**src/rtl/sag_pkg.sv**
```systemverilog
package sag_pkg;
  typedef enum logic [1:0] {
    MODE_REGIND   = 2'd0,
    MODE_BASEDISP = 2'd1,
    MODE_IDX      = 2'd2,
    MODE_IDXDISP  = 2'd3
  } sagMode_e;

  typedef enum logic [1:0] {
    KIND_REG = 2'd0,
    KIND_IMM = 2'd1,
    KIND_MEM = 2'd2,
    KIND_RSV = 2'd3
  } opKind_e;

  typedef enum logic [1:0] {
    DSZ_8  = 2'd0,
    DSZ_16 = 2'd1,
    DSZ_32 = 2'd2,
    DSZ_32B = 2'd3
  } dispSize_e;

  // Strobes from control to datapath
  typedef struct packed {
    logic load;
    logic useIndex;
    logic useDisp;
  } sagStrobe_t;
endpackage

```
**src/rtl/sag_ctrl.sv**
```systemverilog
module sag_ctrl
  import sag_pkg::*;
(
  input  logic       clk,
  input  logic       rst,
  input  logic       reqValid,
  input  logic [1:0] modeSel,
  input  logic [1:0] dstKind,
  input  logic [1:0] srcKind,
  output sagStrobe_t strobe,
  output logic       outValid,
  output logic       illegalOp
);
  logic pairLegal;

  // Legal destination/source pairings
  always_comb begin
    pairLegal = 1'b0;
    unique case (opKind_e'(dstKind))
      KIND_REG: pairLegal = (srcKind != KIND_RSV);
      KIND_MEM: pairLegal = (srcKind == KIND_REG) || (srcKind == KIND_IMM);
      default:  pairLegal = 1'b0;
    endcase
  end

  // Mode decode into strobes
  always_comb begin
    strobe.load     = reqValid;
    strobe.useIndex = 1'b0;
    strobe.useDisp  = 1'b0;
    unique case (sagMode_e'(modeSel))
      MODE_REGIND:   begin strobe.useIndex = 1'b0; strobe.useDisp = 1'b0; end
      MODE_BASEDISP: begin strobe.useIndex = 1'b0; strobe.useDisp = 1'b1; end
      MODE_IDX:      begin strobe.useIndex = 1'b1; strobe.useDisp = 1'b0; end
      MODE_IDXDISP:  begin strobe.useIndex = 1'b1; strobe.useDisp = 1'b1; end
      default:       begin strobe.useIndex = 1'b0; strobe.useDisp = 1'b0; end
    endcase
  end

  always_ff @(posedge clk) begin
    if (rst) begin
      outValid  <= 1'b0;
      illegalOp <= 1'b0;
    end else begin
      outValid  <= reqValid && pairLegal;
      illegalOp <= reqValid && !pairLegal;
    end
  end

  assert_flags_excl_R7: assert property (@(posedge clk) disable iff (rst)
    !(outValid && illegalOp));

  assert_memmem_illegal_R7: assert property (@(posedge clk) disable iff (rst)
    (reqValid && ((dstKind == KIND_MEM && srcKind == KIND_MEM) ||
                  (dstKind == KIND_IMM && srcKind == KIND_IMM)))
    |=> (illegalOp && !outValid));

  assert_regreg_valid_R6: assert property (@(posedge clk) disable iff (rst)
    (reqValid && dstKind == KIND_REG && srcKind == KIND_REG) |=> outValid);

  assert_idle_low_R8: assert property (@(posedge clk) disable iff (rst)
    !reqValid |=> (!outValid && !illegalOp));
endmodule

```
**src/rtl/sag_datapath.sv**
```systemverilog
module sag_datapath
  import sag_pkg::*;
#(
  parameter int ADDR_W  = 32,
  parameter int SCALE_W = 2
) (
  input  logic               clk,
  input  logic               rst,
  input  sagStrobe_t         strobe,
  input  logic [ADDR_W-1:0]  baseVal,
  input  logic [ADDR_W-1:0]  indexVal,
  input  logic [SCALE_W-1:0] scaleSel,
  input  logic [ADDR_W-1:0]  dispVal,
  input  logic [1:0]         dispSize,
  output logic [ADDR_W-1:0]  effAddr
);
  localparam int NUM_SCALES = 1 << SCALE_W;

  logic [ADDR_W-1:0] shiftOpt [NUM_SCALES];
  logic [ADDR_W-1:0] dispExt;
  logic [ADDR_W-1:0] idxTerm;
  logic [ADDR_W-1:0] dispTerm;
  logic [ADDR_W-1:0] sumNext;

  // One pre-shifted index per scale code
  for (genvar s = 0; s < NUM_SCALES; s++) begin : g_shift
    assign shiftOpt[s] = indexVal << s;
  end

  // Displacement sign extension
  always_comb begin
    unique case (dispSize_e'(dispSize))
      DSZ_8:   dispExt = {{(ADDR_W-8){dispVal[7]}}, dispVal[7:0]};
      DSZ_16:  dispExt = {{(ADDR_W-16){dispVal[15]}}, dispVal[15:0]};
      default: dispExt = dispVal;
    endcase
  end

  assign idxTerm  = strobe.useIndex ? shiftOpt[scaleSel] : '0;
  assign dispTerm = strobe.useDisp  ? dispExt : '0;
  assign sumNext  = baseVal + idxTerm + dispTerm;   // wraps

  always_ff @(posedge clk) begin
    if (rst)              effAddr <= '0;
    else if (strobe.load) effAddr <= sumNext;
  end

  assert_hold_idle_R8: assert property (@(posedge clk) disable iff (rst)
    !strobe.load |=> $stable(effAddr));

  assert_regind_base_R1: assert property (@(posedge clk) disable iff (rst)
    (strobe.load && !strobe.useIndex && !strobe.useDisp)
    |=> (effAddr == $past(baseVal)));

  assert_unit_index_R3: assert property (@(posedge clk) disable iff (rst)
    (strobe.load && strobe.useIndex && !strobe.useDisp && indexVal == ADDR_W'(1))
    |=> (effAddr == $past(baseVal) + (ADDR_W'(1) << $past(scaleSel))));
endmodule

```
**src/rtl/scaled_addr_gen.sv**
```systemverilog
module scaled_addr_gen
  import sag_pkg::*;
#(
  parameter int ADDR_W  = 32,
  parameter int SCALE_W = 2
) (
  input  logic               clk,
  input  logic               rst,
  input  logic               reqValid,
  input  logic [1:0]         modeSel,
  input  logic [ADDR_W-1:0]  baseVal,
  input  logic [ADDR_W-1:0]  indexVal,
  input  logic [SCALE_W-1:0] scaleSel,
  input  logic [ADDR_W-1:0]  dispVal,
  input  logic [1:0]         dispSize,
  input  logic [1:0]         dstKind,
  input  logic [1:0]         srcKind,
  output logic               outValid,
  output logic               illegalOp,
  output logic [ADDR_W-1:0]  effAddr
);
  sagStrobe_t strobe;

  sag_ctrl u_ctrl (
    .clk(clk), .rst(rst), .reqValid(reqValid), .modeSel(modeSel),
    .dstKind(dstKind), .srcKind(srcKind), .strobe(strobe),
    .outValid(outValid), .illegalOp(illegalOp)
  );

  sag_datapath #(.ADDR_W(ADDR_W), .SCALE_W(SCALE_W)) u_dp (
    .clk(clk), .rst(rst), .strobe(strobe), .baseVal(baseVal),
    .indexVal(indexVal), .scaleSel(scaleSel), .dispVal(dispVal),
    .dispSize(dispSize), .effAddr(effAddr)
  );

  assert_reset_clear_R9: assert property (@(posedge clk)
    rst |=> (!outValid && !illegalOp && effAddr == '0));
endmodule

```
**config.mk**
```make
export PLATFORM = sky130hd
export DESIGN_NAME = scaled_addr_gen
export DESIGN_NICKNAME = d
export VERILOG_FILES = /design/src/rtl/sag_pkg.sv /design/src/rtl/sag_ctrl.sv /design/src/rtl/sag_datapath.sv /design/src/rtl/scaled_addr_gen.sv
export SDC_FILE = /design/constraint.sdc
export NUM_CORES = 1
export LEC_CHECK = 0
export CORE_MARGIN = 2
export CORE_UTILIZATION = 45
export DETAILED_ROUTE_END_ITERATION = 6
export GPL_ROUTABILITY_DRIVEN = 1
export GPL_TIMING_DRIVEN = 0
export PLACE_DENSITY = 0.77
export RECOVER_POWER = 100
export SYNTH_ARGS = -nofsm -noshare
export SYNTH_HDL_FRONTEND = slang
export SYNTH_SLANG_ARGS = --single-unit
```
**constraint.sdc**
```tcl
create_clock -name clk -period 7.6 [get_ports clk]
set_input_delay 1.14 -clock clk [delete_from_list [all_inputs] [get_ports clk]]
set_output_delay 1.14 -clock clk [all_outputs]
set_load 0.02 [all_outputs]
```
==> impl_metrics.py, run 1 <==
metrics = {
    "status": {
        "status": "completed",
    },
    "floorplan": {
        "initial_utilization_pct": 45.6,
        "io_pins": 143,
        "die_h_um": 106,
        "coreArea_mm2": 0.0102,
        "rows": 37,
        "die-area_mm2": 0.0111,
        "floorplan.die.width_um": 106,
    },
    "global_route": {
        "grt_pass1_vias": 4380,
        "track_usage_pct": 23.1,
        "antenna_found_initial": 0,
        "overflow": 0,
        "grt_max_degree": 11,
        "grt_pass1_wl_um": 21000,
    },
    "final_layout": {
        "fill_cells": 926,
        "drive_gt1_share_pct": 7.43,
        "n_antenna_cell": 0,
        "fin_cells": 822,
        "stdcell_area_mm2": 0.00626,
        "area_growth_pct": 34.8,
        "nNetsFinal": 856,
    },
    "yosys": {
        "ys_seq_area_share_pct": 14.7,
        "ys.flop_type": "dfxtp_1",
        "synth_cell_types": 57,
        "ys_seq_elements": 34,
        "synth_area_leaders": "dfxtp_1, fa_1, mux4_2",
        "synthTopCellsByCount": "nand2_1, a21oi_1, o21ai_0, dfxtp_1",
        "syn_inst": 540,
        "synth_top_cell_by_area": "dfxtp_1",
        "async_reset_ff_share_pct": 0,
        "syn_area_per_cell_um2": 8.60,
        "synth_top_area_share_pct": 14.7,
        "synth-edff-count": 0,
        "yosys_warnings": 0,
        "netlist_area_mm2": 0.00464,
        "synth_nets": 711,
        "post-synth-top-count-cell": "nand2_1",
    },
    "routing": {
        "dr.pass1.iters": 5,
        "drtIter0Drc": 179,
        "avgViaCountPerCell": 5.44,
        "drt_wl_total_um": 13000,
        "num_vias": 4470,
        "ant_nets": 0,
        "drc_errors": 0,
        "wl_per_cell_um": 15.9,
    },
    "worst_setup_path": {
        "worstPathArrival_ns": 5.74,
        "critical_path.max_fanout": 10,
        "crit_required_ns": 7.78,
        "path_cells": "dlygate4sd3_1 -> clkbuf_1 -> clkbuf_1 -> mux4_2 -> and2_0 -> fa_1 -> ha_1 -> clkbuf_1 -> a21oi_1 -> o21ai_0 -> a211oi_1 -> a21oi_1 -> nand2b_1 -> xor2_1 -> a22o_1",
        "cp.buffers_inverters": 4,
        "crit_top_cell": "clkbuf_1",
        "max_stage_delay_ns": 0.67,
        "cp.depth": 15,
        "cp_top_family": "buffers and inverters",
        "path_class": "input port to flip-flop",
        "start_kind": "input port",
        "end_kind": "flip-flop",
        "critPathSlowestCell": "dlygate4sd3_1",
        "r2r_cells": 2,
    },
    "flow_run": {
        "cap_violations": 0,
    },
    "sta": {
        "final-max-slew-violation-count": 0,
        "worst_pin_slew_ns": 0.621,
        "setup_tns_ns": 0,
        "hold_viol_final": 0,
        "finalWorstSetupSlack_ns": 2.04,
        "rsz0062_at_grt": "no",
        "holdWs_ns": 0.451,
        "slew_headroom_pct": 58.6,
        "fmax_ghz": 0.180,
        "setup_viol": 0,
        "fin_skew_ns": 0,
        "fin_crit_sh_pct": 73.1,
        "fin_crit_ns": 5.56,
    },
    "power_and_ir_drop": {
        "ir_drop_uv": 117,
        "powerDensity_mw_per_mm2": 165,
        "p_leak_nw": 2.68,
    },
    "cts": {
        "clk_pin_slew_ns": 0.07,
        "cts_sinks": 34,
        "htree_levels": 2,
        "cts-resized-gates": 0,
        "clk_latency_ns": 0.28,
        "clock_path_buffers": 2,
        "root_buffer": "clkbuf_8",
        "cts_tree": "built",
        "postCtsSetupBuffers": 0,
        "cts-hold-fix-buffers": 0,
        "cts_buffers": 5,
    },
    "place": {
        "gp_congestion": 0.897,
        "hpwl_um": 11400,
        "dp.cells": 814,
        "portBuffers": 138,
        "pre_cts_slack_ns": 1.93,
        "dpl_cell_area_mm2": 0.00619,
    },
    "min_path": {
        "hp-class": "flip-flop to flip-flop",
        "hold_depth": 2,
    },
}
logic make-up (layout without fill, tap and decap cells):
kind of cell / count (synthesis) / after routing / synth area share [%]
buf+inv: 63 / 209 / 5.44
flops: 34 / 34 / 14.7
compound gates: 152 / 152 / 20.3
xor+xnor: 26 / 26 / 4.90
simple gates: 163 / 163 / 16.8
mux: 40 / 40 / 16.0
fa+ha+maj: 62 / 62 / 21.9
worst min-delay path: stages (launching register included):
cell     delay (ns)
dfxtp_1        0.32
nand2_1        0.04
o21ai_0        0.05
stage by stage:
stage / utilization [%] / power, mW
2_1_floorplan: - / 0.672
3_5_place_dp: 60.8 / 0.909
4_1_cts: 61.7 / 1.05
6_report: 61.5 / 1.03
5_1_grt: 61.5 / 1.11
3_3_place_gp: 60.8 / 0.899
placed cells by master, fill, tap and decap left out, types with 22 or more instances in the layout:
master / count
inv_1: 33
clkbuf_1: 22
fa_1: 32
a21oi_1: 59
clkdlybuf4s50_1: 102
dfxtp_1: 34
o21ai_0: 37
and2_1: 28
ha_1: 30
nand2_1: 58
mux4_2: 27
dlygate4sd3_1: 36
nor2_1: 33
sequential cells by signal, summed over array words and instances (netlist names):
register          flops
u_ctrl.outValid       1
u_dp.effAddr         32
u_ctrl.illegalOp      1
metal layers:
| metal | vias up | wire (µm) | global-route usage (%) | part of all wire (%) |
|---|---|---|---|---|
| met5 | - | 0 | 0 | 0 |
| met4 | 0 | 241 | 6.11 | 1.8 |
| met3 | 16 | 534 | 1.61 | 4.1 |
| met2 | 138 | 6180 | 38.2 | 47 |
| met1 | 2102 | 6090 | 33.0 | 47 |
| li1 | 2214 | - | - | - |
power by group:
group          leakage, nW  switching (mW)  internal, mW
sequential           0.281          0.0164         0.213
combinational         2.35           0.365         0.299
clock               0.0482          0.0639        0.0731
total                 2.68           0.445         0.585
worst paths after layout:
check,slack [ns],start,to
setup / recovery,2.04,scaleSel[1],u_dp.effAddr[27]
hold / removal,0.45,u_dp.effAddr[14],u_dp.effAddr[14]
setup reg to reg,6.92,u_dp.effAddr[29],u_dp.effAddr[29]
hold reg to reg,0.45,u_dp.effAddr[14],u_dp.effAddr[14]
final cells by class:
class | instances | area, µm² | share of cell area, %
plain buffers | 30 | 125 | 2.00
clock buffers | 7 | 86.3 | 1.38
flip-flops and latches | 34 | 681 | 10.9
multi-input cells | 443 | 3690 | 58.9
inverters | 33 | 124 | 1.98
clock inverters | 1 | 5.00 | 0.0800
repair buffers | 138 | 1380 | 22.1
well taps | 136 | 170 | 2.72
(Power assumes the default switching activity.)
==> inputs of run 2 (changes only) <==
- CORE_UTILIZATION: 45 -> 44
- PLACE_DENSITY: 0.77 -> 0.79
- clock period: 7.6 -> 4.6 ns (I/O delays scaled with it)
==> run 2 against run 1 <==
Core utilization shrank 0.12 points. Non-clock buffer count is the same. Global-route usage grew 0.28 points. Largest cell class unchanged. Register-to-register slack lost 3.0 ns. Count of clock-buffer cells in the layout is the same. Final area grew 0.72%.
==> impl_metrics.py, run 2 (synthesized netlist as in run 1, its figures left out) <==
metrics = {
    "routing": {
        "num_vias": 4558,
        "drtIter0Drc": 253,
        "ant_nets": 0,
        "wl_per_cell_um": 16.1,
        "drc_errors": 0,
        "avgViaCountPerCell": 5.55,
        "drt_wl_total_um": 13200,
        "dr.pass1.iters": 5,
    },
    "power_and_ir_drop": {
        "powerDensity_mw_per_mm2": 272,
        "p_leak_nw": 2.72,
        "ir_drop_uv": 184,
    },
    "cts": {
        "cts_tree": "built",
        "clk_pin_slew_ns": 0.06,
        "htree_levels": 2,
        "clk_latency_ns": 0.28,
        "cts-hold-fix-buffers": 0,
        "cts_sinks": 34,
        "clock_path_buffers": 2,
        "root_buffer": "clkbuf_8",
        "cts_buffers": 5,
    },
    "status": {
        "status": "completed",
    },
    "sta": {
        "fmax_ghz": 0.230,
        "holdWs_ns": 0.448,
        "final-max-slew-violation-count": 0,
        "fin_crit_ns": 4.34,
        "fin_crit_sh_pct": 94.4,
        "slew_headroom_pct": 57.7,
        "rsz0062_at_grt": "no",
        "hold_viol_final": 0,
        "worst_pin_slew_ns": 0.635,
        "setup_viol": 0,
        "fin_skew_ns": 0,
        "finalWorstSetupSlack_ns": 0.260,
    },
    "final_layout": {
        "largest_reg_flops": 32,
        "stdcell_area_mm2": 0.00630,
        "mostFrequentLayoutCells": "clkdlybuf4s50_1, nand2_1, a21oi_1",
        "n_antenna_cell": 0,
        "top_regs": "u_dp.effAddr x32, u_ctrl.illegalOp x1, u_ctrl.outValid x1",
        "regMostFlops": "u_dp.effAddr",
        "mostFrequentLayoutCell": "clkdlybuf4s50_1",
        "area_growth_pct": 35.8,
        "nNetsFinal": 856,
        "drive_gt1_share_pct": 8.75,
    },
    "worst_setup_path": {
        "end_kind": "flip-flop",
        "critPathSlowestCell": "dlygate4sd3_1",
        "worstPathArrival_ns": 4.49,
        "path_cells": "dlygate4sd3_1 -> clkbuf_1 -> nand2_1 -> fa_1 -> inv_1 -> ha_1 -> fa_1 -> a21o_2 -> a221o_1 -> a32oi_2 -> nand2_1 -> a21oi_1 -> xor2_1 -> o21ai_0",
        "max_stage_delay_ns": 0.66,
        "start_kind": "input port",
        "critical_path.max_fanout": 10,
        "crit_required_ns": 4.75,
        "r2r_cells": 2,
        "path_class": "input port to flip-flop",
    },
    "floorplan": {
        "io_pins": 143,
        "rows": 37,
        "coreArea_mm2": 0.0103,
        "die_h_um": 107,
        "floorplan.die.width_um": 107,
        "die-area_mm2": 0.0114,
        "initial_utilization_pct": 45.2,
    },
    "flow_run": {
        "cap_violations": 0,
    },
    "min_path": {
        "hp-class": "flip-flop to flip-flop",
        "hold_depth": 2,
    },
    "global_route": {
        "track_usage_pct": 23.4,
        "overflow": 0,
        "grt-busiest-layer": "met2",
        "grt_pass1_vias": 4434,
        "grt_pass1_wl_um": 21600,
        "grt_max_degree": 11,
        "met2_usage_pct": 39.8,
        "use_met1_pct": 33.3,
        "antenna_found_initial": 0,
        "grt.met3_usage_pct": 0.973,
    },
    "place": {
        "gp_congestion": 0.919,
        "dpl_cell_area_mm2": 0.00619,
        "portBuffers": 138,
        "hpwl_um": 11500,
        "pre_cts_slack_ns": -0.631,
    },
}
## run 2: cell types whose count changed in the layout (fill, tap and decap cells not counted), moves of 2 or more
cell      change
clkbuf_1      -3
and2_0        -2
clkbuf_4      +2
a21oi_1       -4
a21oi_2       +3
and2_1        +2
## run 2: power breakdown
group	switching, mW	total, mW	internal, mW	leakage, nW
Sequential	0.0282	0.380	0.352	0.281
Clock	0.102	0.223	0.121	0.0482
Combinational	0.612	1.11	0.498	2.39
Total	0.743	1.71	0.971	2.72
## run 2: area by class of cell
class	count	area [µm²]
Sequential cell	34	681
Tap cell	136	170
Clock inverter	1	5.00
Clock buffer	7	86.3
Inverter	33	124
Timing Repair Buffer	138	1380
Fill cell	928	3970
Buffer	30	138
Multi-Input combinational cell	443	3720
## run 2: timing repair
action | 4_1_cts | 5_1_grt
gates resized for setup | 2 | 11
setup buffers | 0 | 0
setup endpoints to repair | 12 | 12
cloned | 0 | 0
hold endpoints to repair | 0 | 0
## run 2: worst max-delay path, delay by kind of cell
kind	cells	cell delay, ns
AO/OA/AOI/OAI	5	1.13
XOR/XNOR	1	0.24
adder cells (fa/ha/maj)	3	1.12
buffers and inverters	3	1.05
AND/OR/NAND/NOR	2	0.26
## run 2: worst paths after layout
kind	from	end	slack, ns
min	u_dp.effAddr[20]	u_dp.effAddr[20]	0.45
max	modeSel[0]	u_dp.effAddr[23]	0.26
max reg2reg	u_dp.effAddr[31]	u_dp.effAddr[31]	3.89
min reg2reg	u_dp.effAddr[20]	u_dp.effAddr[20]	0.45
## run 2: routing by layer
metal	share of wire [%]	wire length (µm)
met1	45	5930
met2	49	6480
met3	4.9	647
met4	1.3	173
met5	0	0
## run 2: stage by stage
step                cells  power (mW)  setup TNS, ns  util (%)
floorplan             540        1.11              0         -
global placement      814        1.48          -5.51      60.3
detailed placement    814        1.51          -7.30      60.3
CTS                   822        1.73              0      61.2
global route          822        1.85              0      61.3
finish                822        1.71              0      61.3
==> inputs of run 3 (changes only) <==
- CORE_UTILIZATION: 44 -> 45
- PLACE_DENSITY: 0.79 -> 0.77
- clock period: 4.6 -> 5.55 ns (I/O delays scaled with it)
==> run 3 against run 2 <==
Hold slack gained 0.0033 ns. Critical path type unchanged. Clock skew is the same. Largest power group unchanged. Power shrank 18%. Sequential share of layout area grew 0.062 points. Via count shrank 1.8%. Critical path depth grew 1. Register-to-register slack gained 0.98 ns. Combinational power shrank 18%.
==> impl_metrics.py, run 3 (synthesized netlist as in run 1, its figures left out) <==
metrics = {
    "status": {
        "status": "completed",
    },
    "power_and_ir_drop": {
        "powerDensity_mw_per_mm2": 225,
        "power_mw": 1.41,
        "p_leak_nw": 2.69,
        "ir_drop_uv": 161,
    },
    "final_layout": {
        "fin_util_pct": 61.5,
        "mostFrequentLayoutCell": "clkdlybuf4s50_1",
        "top_regs": "u_dp.effAddr x32, u_ctrl.illegalOp x1, u_ctrl.outValid x1",
        "mostFrequentLayoutCells": "clkdlybuf4s50_1, a21oi_1, nand2_1",
        "area_growth_pct": 35.0,
        "largest_reg_flops": 32,
        "drive_gt1_share_pct": 7.87,
        "fill_cells": 923,
        "regMostFlops": "u_dp.effAddr",
        "n_antenna_cell": 0,
        "nNetsFinal": 856,
    },
    "floorplan": {
        "initial_utilization_pct": 45.6,
        "die-area_mm2": 0.0111,
        "coreArea_mm2": 0.0102,
        "die_h_um": 106,
        "io_pins": 143,
        "floorplan.die.width_um": 106,
        "rows": 37,
    },
    "sta": {
        "final-max-slew-violation-count": 0,
        "fin_crit_ns": 5.19,
        "worst_pin_slew_ns": 0.621,
        "rsz0062_at_grt": "no",
        "setup_tns_ns": 0,
        "fin_skew_ns": 0,
        "hold_viol_final": 0,
        "setup_viol": 0,
        "fmax_ghz": 0.193,
        "holdWs_ns": 0.451,
        "fin_crit_sh_pct": 93.4,
        "slew_headroom_pct": 58.6,
        "finalWorstSetupSlack_ns": 0.364,
    },
    "routing": {
        "drc_errors": 0,
        "dr.pass1.iters": 5,
        "num_vias": 4476,
        "wl_per_cell_um": 15.8,
        "drt_wl_total_um": 13000,
        "drtIter0Drc": 193,
        "ant_nets": 0,
        "avgViaCountPerCell": 5.45,
    },
    "cts": {
        "cts-resized-gates": 0,
        "clock_path_buffers": 2,
        "clk_latency_ns": 0.28,
        "cts-hold-fix-buffers": 0,
        "cts_tree": "built",
        "cts_buffers": 5,
        "root_buffer": "clkbuf_8",
        "cts_sinks": 34,
        "postCtsSetupBuffers": 0,
        "clk_pin_slew_ns": 0.07,
        "htree_levels": 2,
    },
    "worst_setup_path": {
        "critical_path.max_fanout": 10,
        "end_kind": "flip-flop",
        "worstPathArrival_ns": 5.37,
        "crit_required_ns": 5.73,
        "critPathSlowestCell": "dlygate4sd3_1",
        "max_stage_delay_ns": 0.67,
        "path_class": "input port to flip-flop",
        "start_kind": "input port",
        "path_cells": "dlygate4sd3_1 -> clkbuf_1 -> clkbuf_1 -> mux4_2 -> and2_0 -> fa_1 -> ha_1 -> buf_2 -> a21oi_1 -> o21ai_0 -> a211oi_1 -> a21oi_1 -> nand2b_1 -> xor2_1 -> a22o_1",
    },
    "flow_run": {
        "cap_violations": 0,
    },
    "global_route": {
        "overflow": 0,
        "grt_pass1_wl_um": 21000,
        "antenna_found_initial": 0,
        "grt_pass1_vias": 4380,
        "grt_max_degree": 11,
        "track_usage_pct": 23.1,
    },
    "min_path": {
        "hp-class": "flip-flop to flip-flop",
    },
    "place": {
        "gp_congestion": 0.897,
        "hpwl_um": 11400,
        "portBuffers": 138,
        "pre_cts_slack_ns": 0.190,
    },
}
[run 3: changes by cell type in the layout (fill, tap and decap cells not counted), moves of 2 or more]
cell,change
and2_1,-3
clkbuf_4,-2
and2_0,+3
a21oi_2,-3
a21oi_1,+4
buf_2,+2
[run 3: critical path: cells and delay by family]
kind	cells	cell delay [ns]
AOI/OAI and AO/OA	5	1.14
xor gates and xnor gates	1	0.14
adders and majority gates	2	0.74
buffers and inverters	4	1.75
muxes	1	0.37
and+or+nand+nor	2	0.38
[run 3: layer usage]
| layer | track usage (%) | part of all wire [%] |
|---|---|---|
| met3 | 1.61 | 4.5 |
| met1 | 33.0 | 46 |
| met4 | 6.11 | 1.9 |
| met5 | 0 | 0 |
| met2 | 38.2 | 48 |
[run 3: final cells by class]
| type | count | area (µm²) | share of cell area (%) |
|---|---|---|---|
| Buffer | 30 | 128 | 2.04 |
| Clock buffer | 7 | 86.3 | 1.38 |
| Clock inverter | 1 | 5.00 | 0.0798 |
| Inverter | 33 | 124 | 1.98 |
| Multi-Input combinational cell | 443 | 3690 | 58.9 |
| Sequential cell | 34 | 681 | 10.9 |
| Tap cell | 136 | 170 | 2.71 |
| Timing Repair Buffer | 138 | 1380 | 22.0 |
[run 3: path summary, 6_finish.rpt]
kind                                       start          endpoint  slack [ns]  cells past startpoint
worst min-delay path            u_dp.effAddr[14]  u_dp.effAddr[14]        0.45                      2
worst max-delay path                 scaleSel[1]  u_dp.effAddr[27]        0.36                     15
worst min register to register  u_dp.effAddr[14]  u_dp.effAddr[14]        0.45                      2
worst max register to register  u_dp.effAddr[29]  u_dp.effAddr[29]        4.87                      2
[run 3: report_power, final]
part | total, mW | switching (mW) | internal (mW) | leakage, nW
Clock | 0.188 | 0.0879 | 0.100 | 0.0482
Sequential | 0.314 | 0.0225 | 0.291 | 0.281
Combinational | 0.912 | 0.501 | 0.411 | 2.36
Total | 1.41 | 0.611 | 0.803 | 2.69
[run 3: metrics by stage]
stage | std cells | cell area, µm²
2_1_floorplan | 540 | 4640
3_3_place_gp | 814 | 6190
3_5_place_dp | 814 | 6190
4_1_cts | 822 | 6290
5_1_grt | 822 | 6270
6_report | 822 | 6270
